--- src/rtl/bypass_pkg.sv ---
package bypass_pkg;
  typedef enum logic [1:0] {
    SRC_RF    = 2'b00,
    SRC_MEMWB = 2'b01,
    SRC_EXMEM = 2'b10
  } bypass_src_e;
endpackage

--- src/rtl/bypass_match.sv ---
module bypass_match
  import bypass_pkg::*;
#(
  parameter int AW = 5
) (
  input  logic [AW-1:0] src,
  input  logic          exm_we,
  input  logic [AW-1:0] exm_rd,
  input  logic          mwb_we,
  input  logic [AW-1:0] mwb_rd,
  output bypass_src_e   sel
);
  logic exm_hit;
  logic mwb_hit;

  // Register zero is never a bypass target.
  assign exm_hit = exm_we && (exm_rd != '0) && (exm_rd == src);
  assign mwb_hit = mwb_we && (mwb_rd != '0) && (mwb_rd == src);

  always_comb begin
    if (exm_hit)      sel = SRC_EXMEM;   // younger result first
    else if (mwb_hit) sel = SRC_MEMWB;
    else              sel = SRC_RF;
  end
endmodule

--- src/rtl/bypass_mux.sv ---
module bypass_mux
  import bypass_pkg::*;
#(
  parameter int W = 64
) (
  input  bypass_src_e  sel,
  input  logic [W-1:0] rf_val,
  input  logic [W-1:0] exm_val,
  input  logic [W-1:0] mwb_val,
  output logic [W-1:0] dout
);
  always_comb begin
    unique case (sel)
      SRC_EXMEM: dout = exm_val;
      SRC_MEMWB: dout = mwb_val;
      default:   dout = rf_val;
    endcase
  end
endmodule

--- src/rtl/opnd_bypass.sv ---
module opnd_bypass
  import bypass_pkg::*;
#(
  parameter int AW      = 5,
  parameter int W       = 64,
  parameter bit OUT_REG = 1'b1
) (
  input  logic          clk,
  input  logic          rst,
  input  logic [AW-1:0] ex_rs_a,
  input  logic [AW-1:0] ex_rs_b,
  input  logic [W-1:0]  ex_rf_a,
  input  logic [W-1:0]  ex_rf_b,
  input  logic          exm_we,
  input  logic [AW-1:0] exm_rd,
  input  logic [W-1:0]  exm_val,
  input  logic          mwb_we,
  input  logic [AW-1:0] mwb_rd,
  input  logic [W-1:0]  mwb_val,
  output logic [1:0]    sel_a,
  output logic [1:0]    sel_b,
  output logic [W-1:0]  opnd_a,
  output logic [W-1:0]  opnd_b
);
  localparam int NOPS = 2;

  logic [AW-1:0] src   [NOPS];
  logic [W-1:0]  rfv   [NOPS];
  bypass_src_e   sel_c [NOPS];
  logic [W-1:0]  opd_c [NOPS];

  assign src[0] = ex_rs_a;
  assign src[1] = ex_rs_b;
  assign rfv[0] = ex_rf_a;
  assign rfv[1] = ex_rf_b;

  for (genvar g = 0; g < NOPS; g++) begin : g_op
    bypass_match #(.AW(AW)) u_match (
      .src    (src[g]),
      .exm_we (exm_we),
      .exm_rd (exm_rd),
      .mwb_we (mwb_we),
      .mwb_rd (mwb_rd),
      .sel    (sel_c[g])
    );
    bypass_mux #(.W(W)) u_mux (
      .sel     (sel_c[g]),
      .rf_val  (rfv[g]),
      .exm_val (exm_val),
      .mwb_val (mwb_val),
      .dout    (opd_c[g])
    );
  end

  if (OUT_REG) begin : g_reg
    always_ff @(posedge clk) begin
      if (rst) begin
        sel_a  <= SRC_RF;
        sel_b  <= SRC_RF;
        opnd_a <= '0;
        opnd_b <= '0;
      end else begin
        sel_a  <= sel_c[0];
        sel_b  <= sel_c[1];
        opnd_a <= opd_c[0];
        opnd_b <= opd_c[1];
      end
    end
  end else begin : g_comb
    assign sel_a  = sel_c[0];
    assign sel_b  = sel_c[1];
    assign opnd_a = opd_c[0];
    assign opnd_b = opd_c[1];
  end
endmodule

--- config.mk ---
export PLATFORM = sky130hd
export DESIGN_NAME = opnd_bypass
export DESIGN_NICKNAME = d
export VERILOG_FILES = /design/src/rtl/bypass_pkg.sv /design/src/rtl/bypass_match.sv /design/src/rtl/bypass_mux.sv /design/src/rtl/opnd_bypass.sv
export SDC_FILE = /design/constraint.sdc
export NUM_CORES = 1
export LEC_CHECK = 0
export ABC_AREA = 1
export BUFFER_PORTS_ARGS = -buffer_cell sky130_fd_sc_hd__buf_4
export CORE_AREA = 2 2 159 161
export CTS_BUF_LIST = sky130_fd_sc_hd__clkbuf_8 sky130_fd_sc_hd__clkbuf_16
export CTS_CLUSTER_DIAMETER = 80
export DETAILED_ROUTE_END_ITERATION = 10
export DIE_AREA = 0 0 161 163
export PLACE_DENSITY = 0.59
export SYNTH_ARGS = -nofsm -noshare
export SYNTH_HDL_FRONTEND = slang
export SYNTH_SLANG_ARGS = --single-unit
--- constraint.sdc ---
create_clock -name clk -period 1.83 [get_ports clk]
set_input_delay 0.366 -clock clk [delete_from_list [all_inputs] [get_ports clk]]
set_output_delay 0.366 -clock clk [all_outputs]
set_load 0.03 [all_outputs]
==> impl_metrics.ini <==
[timing]
relSlewSlack_pct = 79.4
tightest_slew_ns = 0.310
timing.fmax_mhz = 694
finalHoldViolations = 0
post-route-period-util_pct = 78.7
setup_violations = 0
rsz0062_at_grt = false
period_minus_slack_ns = 1.44
slew_viol_final = 0

[cts]
cts_buffers = 17
clk_pin_slew_worst_paths_ns = 0.07
tritoncts = yes
cts-root-buf = clkbuf_16
cts_max_level = 4
cts_resized = 0
hold_buffers = 0
cts_sinks = 132
post-cts-setup-buffers = 0
cts_buffer_depth = 2

[cells_and_area]
drive_gt1_share_pct = 43.0
final_area_sq_um = 10900
final_cells = 1647
antennaDiodeCount = 0
area_growth_pct = 66.6
nets = 1584
post-route-util_pct = 44.0
fillers = 2523

[route]
wirelength_um = 31000
wl_per_cell_um = 18.9
dr_total_vias = 7982
drc = 0
drtIter0Drc = 701
first_pass_iters = 5
vias_per_cell = 4.85
antenna_left = 0

[global_routing]
antenna_found_initial = 0
grt_pass1_vias = 7915
grt_usage_pct = 23.3
grt_max_degree = 60
grt_pass1_wl_um = 46900
grt-ovfl-total = 0

[synth]
synth_seq_cells = 132
syn_nets = 1183
synth_cells = 903
syn_avg_cell_area_sq_um = 7.22
synthTopCellsByArea = dfxtp_1, nand2_1, nand3_1
async_reset_ff_share_pct = 0
post_synth_num_cell_types = 24
synth_largest_type_area_fraction_pct = 40.6
synth_edf_count = 0
synth_ff_type = dfxtp_1
synth_common_cells = nand2_1, nand3_1, dfxtp_1
yosysSeqAreaShare_pct = 40.6
synth_top_area_cell = dfxtp_1
yosys_warnings = 0
synth.most_common_cell = nand2_1
syn_area_sq_um = 6520

[placed_design]
dp_cells = 1615
globalplace.congestion = 0.873
portBuffers = 411
postPlaceCellArea_sq_um = 10200
hpwl_um = 23000

[floorplanning]
die-area_sq_um = 26200
fp.dieW_um = 161
die_y_um = 163
initial_core_util_pct = 26.4
std_cell_rows = 58
core_sq_um = 24700
ios = 412

[setup_path]
critPathLaunchType = input port
worstPathCellList = buf_4 -> inv_2 -> nand2_1 -> nand2_1 -> nor2_1 -> nand3_1 -> nor2_2 -> nand2_1 -> nor2_4 -> buf_12 -> nand2_1 -> nand3_1
path_max_fanout = 32
cp_slowest_cell = buf_12
arrival_ns = 1.80
crit_top_cell = nand2_1
critical-path-max-stage-delay_ns = 0.23
worstPathRequired_ns = 2.19
endpoint_kind = register
setup.worst_path.class = in2reg

[run]
cap_violations = 0

[power]
power_density_nw_per_um2 = 795
leakagePower_nw = 5.58
vdd.ir_drop.worst_uv = 449

[outcome]
status = finished, final reports clean

[min_path]
holdPathStages = 3
hold_class = in2reg
state kept, by name, summed over array words and instances (netlist names):
name / count
sel_b: 2
opnd_a: 64
opnd_b: 64
sel_a: 2
cell type report:
type,count,area (sq um),share of cell area [%]
multi-input cells,657,3400,31.3
flip-flops and latches,132,2640,24.3
clock inverters,13,159,1.46
inverters,43,164,1.51
clock buffers,19,453,4.17
repair buffers,453,3630,33.4
well taps,330,413,3.80
worst max-delay path, delay by kind of cell:
family,cells,cell delay [ns]
and+or+nand+nor,9,1.01
buffers and inverters,3,0.40
per-stage QoR:
stage                     hold WS [ns]  total power (W)  TNS [ns]  worst slack (ns)
final                            0.149          0.00863         0             0.390
after global routing             0.131          0.00899         0             0.263
after CTS                        0.125          0.00873         0             0.422
after detailed placement         0.574          0.00508   -0.0117           -0.0117
after global placement           0.573          0.00507         0            0.0256
after floorplan                  0.471          0.00401         0             0.314
power by group:
part           leakage, nW  internal (W)  switching (W)
Sequential            1.10       0.00306      0.0000572
Clock                0.295       0.00213        0.00150
Combinational         4.19      0.000862        0.00103
kinds of logic after synthesis:
logic type	Yosys count	synth area share, %
and+or+nand+nor	645	49.7
buffers and inverters	114	8.10
DFF	132	40.6
xor gates and xnor gates	12	1.61
metal layers:
layer	vias to the layer above	GRT usage [%]	share of wire, %
met1	3729	27.8	40
li1	3831	-	-
met5	-	0	0
met3	27	6.62	8.8
met2	395	41.3	50
met4	0	5.60	1.5
path summary, 6_finish.rpt:
path	from	end
hold / removal	mwb_val[20]	opnd_a[20]
setup / recovery	mwb_rd[1]	opnd_b[50]
cells in the final DEF, fill, tap and decap left out:
master	count
nand2_1	272
nand3b_1	1
inv_4	1
nor2_1	11
buf_4	435
nor2_4	4
clkinvlp_4	2
nor2_2	4
clkbuf_8	2
xnor2_1	6
nand4_1	86
inv_6	5
xor2_1	6
nor3_2	1
inv_2	3
inv_1	39
nor3_4	1
clkinv_4	2
bufinv_16	2
inv_8	2
nor2b_1	2
nand3_1	196
nand3_4	4
nor2_8	1
dfxtp_1	132
clkbuf_16	17
buf_12	18
nand3_2	31
nand2_2	31
Note: power is estimated with default switching activity, not from simulation.
